**config.mk**
```make
export PLATFORM = sky130hd
export DESIGN_NAME = irq_hub
export DESIGN_NICKNAME = d
export VERILOG_FILES = /design/src/rtl/irq_hub_pkg.sv /design/src/rtl/irq_hub_ctrl.sv /design/src/rtl/irq_hub_dp.sv /design/src/rtl/irq_hub.sv
export SDC_FILE = /design/constraint.sdc
export NUM_CORES = 1
export LEC_CHECK = 0
export BUFFER_PORTS_ARGS = -buffer_cell sky130_fd_sc_hd__buf_2
export CORE_MARGIN = 3
export CORE_UTILIZATION = 40
export DETAILED_ROUTE_END_ITERATION = 8
export GPL_ROUTABILITY_DRIVEN = 0
export SLEW_MARGIN = 20
export SYNTH_ARGS = -nofsm -noshare
export SYNTH_HDL_FRONTEND = slang
export SYNTH_HIERARCHICAL = 1
export SYNTH_SLANG_ARGS = --single-unit
```
**constraint.sdc**
```tcl
create_clock -name clk -period 1.62 [get_ports clk]
set_input_delay 0.243 -clock clk [delete_from_list [all_inputs] [get_ports clk]]
set_output_delay 0.243 -clock clk [all_outputs]
set_load 0.02 [all_outputs]
```
**src/rtl/irq_hub_pkg.sv**
```systemverilog
package irq_hub_pkg;

  localparam int DefLines = 32;
  localparam int DefSubW  = 4;

  // Strobes from the control side to the datapath.
  typedef struct packed {
    logic wrIdent;
    logic wrNmi;
    logic wrVec;
    logic rdIdent;
    logic rdNmi;
    logic rdVec;
    logic rdZero;
    logic nmiEnOk;
  } hubStrobe_t;

  // Default sub-source map: a set bit marks a live sub-source of a line.
  function automatic logic [DefLines*DefSubW-1:0] defaultSubMap();
    logic [DefLines*DefSubW-1:0] m;
    m = '0;
    for (int n = 0; n < DefLines; n++) begin
      case (n)
        1, 4:    m[n*DefSubW +: DefSubW] = DefSubW'(3);
        5:       m[n*DefSubW +: DefSubW] = DefSubW'(7);
        0, 2, 3, 6, 7, 8, 9, 12, 13, 14, 16, 17, 18, 19, 25, 28, 29:
                 m[n*DefSubW +: DefSubW] = DefSubW'(1);
        default: m[n*DefSubW +: DefSubW] = '0;
      endcase
    end
    return m;
  endfunction

endpackage

```
**src/rtl/irq_hub_ctrl.sv**
```systemverilog
module irq_hub_ctrl
  import irq_hub_pkg::*;
#(
  parameter int NUM_LINES = 32,
  parameter int ADDR_W    = 6,
  parameter logic [7:0] KEY0 = 8'h59,
  parameter logic [7:0] KEY1 = 8'h16,
  parameter logic [7:0] KEY2 = 8'h88
) (
  input  logic              clk,
  input  logic              rstN,
  input  logic              wrEn,
  input  logic              rdEn,
  input  logic [ADDR_W-1:0] wordAddr,
  input  logic              keyWrEn,
  input  logic [7:0]        keyData,
  output hubStrobe_t        strb
);

  localparam logic [ADDR_W-1:0] NMI_WORD = ADDR_W'(NUM_LINES);
  localparam logic [ADDR_W-1:0] VEC_WORD = ADDR_W'(NUM_LINES + 1);

  typedef enum logic [1:0] {LK_IDLE, LK_K1, LK_K2, LK_OPEN} lockState_t;

  lockState_t lockQ, lockD;
  logic isIdent, isNmi, isVec, lockOpen;

  always_comb begin
    isIdent = wordAddr < NMI_WORD;
    isNmi   = wordAddr == NMI_WORD;
    isVec   = wordAddr == VEC_WORD;
    strb.wrIdent = wrEn & isIdent;
    strb.wrNmi   = wrEn & isNmi;
    strb.wrVec   = wrEn & isVec;
    strb.rdIdent = rdEn & isIdent;
    strb.rdNmi   = rdEn & isNmi;
    strb.rdVec   = rdEn & isVec;
    strb.rdZero  = rdEn & ~(isIdent | isNmi | isVec);
    strb.nmiEnOk = lockOpen;
  end

  assign lockOpen = (lockQ == LK_OPEN);

  // Key sequence detector: strict order, any stray byte restarts it.
  always_comb begin
    lockD = lockQ;
    if (keyWrEn) begin
      unique case (lockQ)
        LK_IDLE: lockD = (keyData == KEY0) ? LK_K1   : LK_IDLE;
        LK_K1:   lockD = (keyData == KEY1) ? LK_K2   : LK_IDLE;
        LK_K2:   lockD = (keyData == KEY2) ? LK_OPEN : LK_IDLE;
        LK_OPEN: lockD = LK_IDLE;
        default: lockD = LK_IDLE;
      endcase
    end
  end

  always_ff @(posedge clk or negedge rstN) begin
    if (!rstN) lockQ <= LK_IDLE;
    else       lockQ <= lockD;
  end

  assert_open_after_key_R10: assert property (@(posedge clk) disable iff (!rstN)
    $rose(lockOpen) |-> $past(keyWrEn && keyData == KEY2));

  assert_relock_R11: assert property (@(posedge clk) disable iff (!rstN)
    (lockOpen && keyWrEn) |=> !lockOpen);

  assert_outside_quiet_R12: assert property (@(posedge clk) disable iff (!rstN)
    (wrEn && wordAddr > VEC_WORD) |-> !(strb.wrIdent || strb.wrNmi || strb.wrVec));

endmodule

```
**src/rtl/irq_hub_dp.sv**
```systemverilog
module irq_hub_dp
  import irq_hub_pkg::*;
#(
  parameter int NUM_LINES  = 32,
  parameter int SUB_W      = 4,
  parameter int DATA_W     = 32,
  parameter int NMI_EN_BIT = 8,
  parameter logic [NUM_LINES*SUB_W-1:0] SUB_MAP = defaultSubMap(),
  localparam int LINE_W = $clog2(NUM_LINES),
  localparam int SRC_W  = NUM_LINES * SUB_W
) (
  input  logic                 clk,
  input  logic                 rstN,
  input  hubStrobe_t           strb,
  input  logic [LINE_W-1:0]    lineIdx,
  input  logic [DATA_W-1:0]    wrData,
  input  logic [SRC_W-1:0]     periphSrc,
  output logic [NUM_LINES-1:0] irqOut,
  output logic                 nmiOut,
  output logic [DATA_W-1:0]    rdData
);

  logic [SRC_W-1:0]     syncA, syncB, maskedSrc;
  logic [NUM_LINES-1:0] lineLvl, swIrq;
  logic [LINE_W-1:0]    nmiSel;
  logic                 nmiEn;
  logic [DATA_W-1:0]    nmiWord;
  logic [DATA_W-1:0]    identRd [NUM_LINES];

  function automatic logic [NUM_LINES-1:0] reduceLines(input logic [SRC_W-1:0] v);
    logic [NUM_LINES-1:0] r;
    for (int n = 0; n < NUM_LINES; n++) r[n] = |v[n*SUB_W +: SUB_W];
    return r;
  endfunction

  // Two-flop synchronizer on every sub-source bit
  always_ff @(posedge clk or negedge rstN) begin
    if (!rstN) begin
      syncA <= '0;
      syncB <= '0;
    end else begin
      syncA <= periphSrc;
      syncB <= syncA;
    end
  end

  assign maskedSrc = syncB & SUB_MAP;

  for (genvar n = 0; n < NUM_LINES; n++) begin : g_line
    assign lineLvl[n] = |maskedSrc[n*SUB_W +: SUB_W];
    if (|SUB_MAP[n*SUB_W +: SUB_W]) begin : g_live
      assign identRd[n] = DATA_W'(maskedSrc[n*SUB_W +: SUB_W]);
    end else begin : g_spare
      logic [DATA_W-1:0] spareQ;
      always_ff @(posedge clk or negedge rstN) begin
        if (!rstN) spareQ <= '0;
        else if (strb.wrIdent && lineIdx == LINE_W'(n)) spareQ <= wrData;
      end
      assign identRd[n] = spareQ;
    end
  end

  // Software test vector and NMI control
  always_ff @(posedge clk or negedge rstN) begin
    if (!rstN) begin
      swIrq  <= '0;
      nmiSel <= '0;
      nmiEn  <= 1'b0;
    end else begin
      if (strb.wrVec) swIrq <= swIrq ^ wrData[NUM_LINES-1:0];
      if (strb.wrNmi) begin
        nmiSel <= wrData[LINE_W-1:0];
        if (strb.nmiEnOk) nmiEn <= wrData[NMI_EN_BIT];
      end
    end
  end

  assign irqOut = lineLvl | swIrq;
  assign nmiOut = nmiEn & irqOut[nmiSel];

  always_comb begin
    nmiWord = '0;
    nmiWord[LINE_W-1:0] = nmiSel;
    nmiWord[NMI_EN_BIT] = nmiEn;
  end

  always_ff @(posedge clk or negedge rstN) begin
    if (!rstN)             rdData <= '0;
    else if (strb.rdIdent) rdData <= identRd[lineIdx];
    else if (strb.rdNmi)   rdData <= nmiWord;
    else if (strb.rdVec)   rdData <= DATA_W'(irqOut);
    else if (strb.rdZero)  rdData <= '0;
  end

  // Cycles since reset, so the synchronizer check never looks before reset
  logic [1:0] warmCnt;
  always_ff @(posedge clk or negedge rstN) begin
    if (!rstN)              warmCnt <= '0;
    else if (warmCnt != 2'd2) warmCnt <= warmCnt + 2'd1;
  end

  assert_sync_depth_R2: assert property (@(posedge clk) disable iff (!rstN)
    (warmCnt == 2'd2) |-> lineLvl == reduceLines($past(periphSrc, 2) & SUB_MAP));

  assert_vec_hold_R6: assert property (@(posedge clk) disable iff (!rstN)
    !strb.wrVec |=> $stable(swIrq));

  assert_enable_locked_R9: assert property (@(posedge clk) disable iff (!rstN)
    (nmiEn != $past(nmiEn)) |-> $past(strb.nmiEnOk && strb.wrNmi));

  assert_outside_zero_R12: assert property (@(posedge clk) disable iff (!rstN)
    strb.rdZero |=> rdData == '0);

endmodule

```
**src/rtl/irq_hub.sv**
```systemverilog
module irq_hub
  import irq_hub_pkg::*;
#(
  parameter int NUM_LINES  = 32,
  parameter int SUB_W      = 4,
  parameter int DATA_W     = 32,
  parameter int ADDR_W     = 6,
  parameter int NMI_EN_BIT = 8,
  parameter logic [NUM_LINES*SUB_W-1:0] SUB_MAP = defaultSubMap(),
  parameter logic [7:0] KEY0 = 8'h59,
  parameter logic [7:0] KEY1 = 8'h16,
  parameter logic [7:0] KEY2 = 8'h88
) (
  input  logic                       clk,
  input  logic                       rstN,
  input  logic [NUM_LINES*SUB_W-1:0] periphSrc,
  input  logic                       wrEn,
  input  logic                       rdEn,
  input  logic [ADDR_W-1:0]          wordAddr,
  input  logic [DATA_W-1:0]          wrData,
  output logic [DATA_W-1:0]          rdData,
  input  logic                       keyWrEn,
  input  logic [7:0]                 keyData,
  output logic [NUM_LINES-1:0]       irqOut,
  output logic                       nmiOut
);

  localparam int LINE_W = $clog2(NUM_LINES);

  hubStrobe_t strb;

  irq_hub_ctrl #(
    .NUM_LINES(NUM_LINES), .ADDR_W(ADDR_W),
    .KEY0(KEY0), .KEY1(KEY1), .KEY2(KEY2)
  ) u_ctrl (
    .clk(clk), .rstN(rstN), .wrEn(wrEn), .rdEn(rdEn), .wordAddr(wordAddr),
    .keyWrEn(keyWrEn), .keyData(keyData), .strb(strb)
  );

  irq_hub_dp #(
    .NUM_LINES(NUM_LINES), .SUB_W(SUB_W), .DATA_W(DATA_W),
    .NMI_EN_BIT(NMI_EN_BIT), .SUB_MAP(SUB_MAP)
  ) u_dp (
    .clk(clk), .rstN(rstN), .strb(strb), .lineIdx(wordAddr[LINE_W-1:0]),
    .wrData(wrData), .periphSrc(periphSrc), .irqOut(irqOut),
    .nmiOut(nmiOut), .rdData(rdData)
  );

endmodule

```
==> results of run 1 <==
[registers in the layout, indices dropped and copies added (netlist names)]
register                    flops
u_dp/nmiEn                      1
u_dp/swIrq                     32
u_ctrl/lockQ                    2
u_dp/syncA                     24
u_dp/syncB                     24
u_dp/rdData                    32
u_dp/nmiSel                     5
u_dp/g_line.g_spare.spareQ    384
[worst max-delay path: stages (launching register included)]
cell     delay, ns
dfrtp_1       0.39
or2_4         0.28
mux4_2        0.49
nor2_1        0.12
o21a_1        0.15
o32ai_2       0.10
buf_4         0.17
[repair_timing]
item | CTS | global route
setup buffers | 24 | 16
setup endpoints to repair | 34 | 31
hold buffers | 53 | 0
endpoints found under the hold margin | 347 | 0
resized for setup | 118 | 40
pin swaps | 15 | 21
[cells by family (layout without fill, tap and decap cells)]
logic type,Yosys count,count (layout)
xor+xnor,32,32
mux,527,527
other cells,0,2
buf+inv,182,572
flops,504,504
compound gates,256,256
simple gates,205,205
[layout make-up]
| class | instances | area [um^2] |
|---|---|---|
| Multi-Input combinational cell | 1020 | 9650 |
| Clock buffer | 80 | 1630 |
| Inverter | 13 | 72.6 |
| Antenna cell | 2 | 5.00 |
| Clock inverter | 17 | 245 |
| Tap cell | 748 | 936 |
| Timing Repair Buffer | 462 | 4330 |
| Fill cell | 4735 | 26100 |
| Sequential cell | 504 | 12600 |
[stage by stage]
stage | setup slack [ns] | std cells | hold slack [ns] | power (uW) | utilization [%]
after global routing | -0.996 | 2845 | 0.0376 | 34800 | 53.0
final | -0.941 | 2846 | 0.0255 | 33400 | 53.0
after floorplan | -0.177 | 1706 | -0.0526 | 17900 | -
after global placement | -0.442 | 2673 | 0.145 | 20000 | 47.5
after detailed placement | -0.440 | 2673 | 0.134 | 20200 | 47.5
after CTS | -1.04 | 2836 | 0.000746 | 33600 | 52.7
[per-layer routing]
metal / vias up / global-route usage (%) / routed length (um)
met5: - / 0 / 17
met4: 2 / 8.84 / 2450
met3: 136 / 3.97 / 3940
met2: 524 / 37.4 / 32600
met1: 8299 / 32.3 / 30800
li1: 6927 / - / -
[path summary, 6_finish.rpt]
path | to | depth (start not counted) | slack (ns)
min in group asynchronous | u_ctrl/lockQ[1] | 2 | 0.12
setup / recovery | nmiOut | 6 | -0.94
hold / removal | u_ctrl/lockQ[0] | 4 | 0.03
hold reg to reg | u_dp/syncB[112] | 0 | 0.35
max in group asynchronous | u_dp/g_line[30].g_spare.spareQ[7] | 4 | 0.70
setup reg to reg | u_dp/rdData[0] | 8 | -0.14
[where the power goes]
group	switching, uW	internal, uW	leakage (uW)
Sequential	930	14100	0.00660
Clock	5160	7760	0.000911
Combinational	2520	2930	0.00621
Total	8610	24800	0.0137
[placed cells by master (no fill, tap or decap), drive strengths merged, types with 7 or more instances in the layout]
master / n
dfrtp: 504
mux2: 423
buf: 410
mux2i: 93
nand2: 82
clkbuf: 80
o21ai: 77
dlygate4sd3: 52
a221oi: 52
nand3: 39
xnor2: 32
a221o: 30
nor2: 26
a211oi: 24
o2bb2ai: 21
inv: 15
a22oi: 13
mux4: 11
a21oi: 11
or2: 10
nor2b: 8
o31ai: 7
==> impl_metrics.yaml, run 1 <==
floorplan:
  rows: 86
  die_h_um: 244
  die_x_um: 244
  die_area_um2: 59800
  pin_count: 244
  core-area_um2: 55600
  initial_core_util_pct: 40.9
detailed_routing:
  vias_per_cell: 5.58
  vias: 15900
  antenna_left: 0
  drt_iter0_drc: 1191
  routedWlPerCell_um: 24.5
  firstDrtPassIters: 7
  route.detailed.drc: 0
  wirelength_um: 69900
grt:
  grt_max_degree: 67
  grt-ovfl-total: 0
  grt_first_pass_wirelength_um: 107000
  first_global_vias: 17000
  grt_antenna_before_repair: 3
  grt_usage_pct: 23.5
clock_tree:
  clock-root-buffer: "clkbuf_16"
  clock-sinks: 504
  ctsLongestPathBuffers: 3
  cts_tree: "yes"
  clock_latency_ns: 0.61
  cts-buffers-inserted: 55
  path_clk_slew_ns: 0.06
  htreeDepth: 2
synthesis:
  ys_seq_area_share_pct: 55.4
  syn-num-nets: 1885
  ys_async_sr_fraction_pct: 100
  muxShareOfSynthArea_pct: 26.6
  yosys-top-cells-count: "dfrtp_1 (504), mux2_2 (385), mux2i_1 (93)"
  synth_fa_ha_area_share_pct: 0
  synth.most_common_cell: "dfrtp_1"
  synth_ff_type: "dfrtp_1"
  yosys_warnings: 6
  ys_ff_latch: 504
  netlist_instances: 1706
  synthSimpleGateAreaFrac_pct: 4.54
  synthesis.area_um2: 22700
  synth.top_cell.area_share_pct: 55.4
  ys_types: 65
  synthXorXnorAreaFrac_pct: 1.23
  avgSynthCellArea_um2: 13.3
  synth_top_family_by_area: "multiplexers"
  synth_compound_area_share_pct: 8.27
  yosysTopAreaCell: "dfrtp_1"
  synth_area_leaders: "dfrtp_1 (55%), mux2_2 (19%), mux2i_1 (4.1%), a221oi_1 (2.0%), mux2_4 (2.0%)"
  synth_edf_count: 0
timing:
  hold_viol_final: 0
  slew_headroom_pct: 65.9
  setup_tns_ns: -4.93
  rsz0062_at_grt: "true"
  slew_viol_final: 0
  finClkSkew_ns: 0.0112
  setup_slack_ns: -0.941
  setup_viol: 24
  fin_crit_sh_pct: 158
  fin_crit_ns: 2.56
  tightest_slew_ns: 0.508
  fmax_mhz: 390
power:
  ir_drop_mv: 0.856
  power_density_nw_per_um2: 1130
  cellLeakagePower_uw: 0.0137
cells_and_area:
  num-nets-final: 2235
  finalInstanceArea_um2: 29500
  drive_gt1_share_pct: 48.0
  area_delta_synth_final_pct: 29.7
outcome:
  violations: "setup timing"
  outcome: "complete, but fails checks"
worst_setup_path:
  crit_start: "u_dp/swIrq[29]"
  timing.rr.start: "u_dp/syncB[116]"
  cp.arrival_ns: 2.32
  worstPathRequired_ns: 1.38
  end_kind: "primary output"
  crit_fanout: 2
  worst_setup_path_start_kind: "register"
  worstSetupPathType: "reg -> out"
job:
  drv_cap: 0
placement:
  dp_hpwl_um: 47200
  place_area_um2: 26400
  port_buffers: 139
hold_path:
  min_from: "keyData[1]"
  hold_path_class: "in -> reg"
(Power assumes the default switching activity.)
==> run 2, diff against run 1 <==
- REMOVE_ABC_BUFFERS: unset -> 1
- SETUP_SLACK_MARGIN: unset -> 0.15
==> run 2 against run 1 <==
- the flow still finishes with violations (setup timing)
- final area increased by 0.14%
- hold slack improved by 0.0016 ns
- worst setup slack got worse by 0.14 ns
- maximum frequency decreased by 5.0%
- register-to-register slack hardly changed
- global-route usage decreased by 0.54 points
- critical endpoint unchanged
- largest cell class unchanged
==> impl_metrics.yaml, run 2 (synthesis gave the netlist of run 1 again) <==
outcome:
  outcome: "complete, but fails checks"
  violations: "setup timing"
clock_tree:
  clock_latency_ns: 0.61
  clock-root-buffer: "clkbuf_16"
  ctsLongestPathBuffers: 3
  clock-sinks: 504
  path_clk_slew_ns: 0.06
  cts-buffers-inserted: 53
  cts_tree: "yes"
  htreeDepth: 2
timing:
  hold_viol_final: 0
  slew_viol_final: 0
  tightest_slew_ns: 0.648
  finClkSkew_ns: 0.0227
  rsz0062_at_grt: "true"
  setup_slack_ns: -1.08
  fin_crit_ns: 2.70
  fmax_mhz: 371
  fin_crit_sh_pct: 166
  setup_viol: 31
  slew_headroom_pct: 56.8
grt:
  grt_first_pass_wirelength_um: 105000
  grt-ovfl-total: 0
  grt_max_degree: 55
  grt_usage_pct: 22.9
  grt_antenna_before_repair: 3
  first_global_vias: 16700
cells_and_area:
  reg_top3: "u_dp/g_line.g_spare.spareQ: 384 flops, u_dp/rdData: 32 flops, u_dp/swIrq: 32 flops"
  largest_reg_flops: 384
  num-nets-final: 2239
  area_delta_synth_final_pct: 29.9
  final_cell_mix: "dfrtp_1 (494), mux2_2 (385), buf_4 (197), mux2i_1 (93), buf_2 (92)"
  final_common_cell: "dfrtp_1"
  final_util_pct: 53.1
  regMostFlops: "u_dp/g_line.g_spare.spareQ"
  num-fill-cells: 4653
  drive_gt1_share_pct: 49.7
  finalInstanceArea_um2: 29500
detailed_routing:
  wirelength_um: 69900
  vias: 15800
  firstDrtPassIters: 5
  antenna_left: 0
  routedWlPerCell_um: 24.5
  drt_iter0_drc: 976
  route.detailed.drc: 0
  vias_per_cell: 5.52
power:
  power_density_nw_per_um2: 1140
  ir_drop_mv: 0.892
  power.share.sequential_pct: 44.9
  cellLeakagePower_uw: 0.0138
  p_sw_share_pct: 25.8
  clock_power_share_pct: 38.7
  p_int_uw: 24900
  combPwrFrac_pct: 16.4
  switchingPower_uw: 8660
hold_path:
  hold_depth: 3
  hold_path_class: "in -> reg"
floorplan:
  die_x_um: 244
  rows: 86
  die_h_um: 244
  initial_core_util_pct: 40.9
  core-area_um2: 55600
  die_area_um2: 59800
  pin_count: 244
worst_setup_path:
  reg2regPathDepth: 7
  worstPathRequired_ns: 1.38
  crit_fanout: 2
  end_kind: "primary output"
  worstSetupPathType: "reg -> out"
  cp.arrival_ns: 2.45
  worst_setup_path_start_kind: "register"
placement:
  port_buffers: 139
  dp_hpwl_um: 46600
  place_area_um2: 26000
job:
  drv_cap: 0
## run 2: power groups by stage
stage                     Combinational [uW]  Sequential [uW]  Clock, uW
final                                   5490            15100      13000
after detailed placement                4790            15200          0
after global placement                  4680            15100          0
after CTS                               5290            15000      13200
after floorplan                         2360            15100          0
after global routing                    5900            15200      13800
## run 2: metal layers
| metal | up-vias | share of wire [%] | global-route usage [%] |
|---|---|---|---|
| met5 | - | 0.016 | 0 |
| met4 | 2 | 3.2 | 7.82 |
| met1 | 8202 | 44 | 31.7 |
| met3 | 119 | 6.1 | 4.58 |
| met2 | 503 | 46 | 36.2 |
| li1 | 6932 | - | - |
## run 2: path summary, 6_finish.rpt
path	from	end	slack (ns)
setup reg to reg	u_dp/syncB[68]	u_dp/rdData[0]	-0.14
max in group asynchronous	rstN	u_dp/g_line[11].g_spare.spareQ[12]	0.67
hold reg to reg	u_dp/syncA[76]	u_dp/syncB[76]	0.35
hold / removal	wrData[15]	u_dp/swIrq[15]	0.03
min in group asynchronous	rstN	u_dp/g_line[10].g_spare.spareQ[2]	0.23
setup / recovery	u_dp/syncB[4]	nmiOut	-1.08
## run 2: final cells by class
type | instances | area (um^2) | share of cell area (%)
diodes | 1 | 2.50 | 0.00847
clock buffers | 69 | 1490 | 5.03
clock inverters | 30 | 393 | 1.33
inverters | 13 | 66.3 | 0.224
multi-input cells | 1020 | 9670 | 32.7
flip-flops and latches | 504 | 12600 | 42.7
well taps | 748 | 936 | 3.17
repair buffers | 468 | 4370 | 14.8
## run 2: worst max-delay path, stage by stage, from the launching register on
cell and delay, ns:
dfrtp_1 0.38, or3_4 0.39, mux4_2 0.48, nor3_4 0.17
o32ai_2 0.14, buf_4 0.16, buf_6 0.12
## run 2: repair_timing
item,4_1_cts,5_1_grt
gates cloned,0,3
hold buffers,41,0
setup buffers,22,23
pin swaps,24,20
gates resized for setup,176,76
setup endpoints to repair,71,98
hold endpoints to repair,67,0
## run 2: through the flow
step | setup TNS [ns] | total power (uW) | instances | hold WS [ns] | setup slack (ns)
2_1_floorplan | -596.07 | 17500 | 1537 | -0.0526 | -2.09
3_3_place_gp | -127.14 | 19800 | 2664 | 0.269 | -0.615
3_5_place_dp | -133.16 | 20000 | 2664 | 0.275 | -0.577
4_1_cts | -5.39 | 33600 | 2826 | 0.000569 | -1.09
5_1_grt | -6.30 | 34900 | 2852 | 0.0319 | -1.17
6_report | -5.01 | 33500 | 2853 | 0.0272 | -1.08
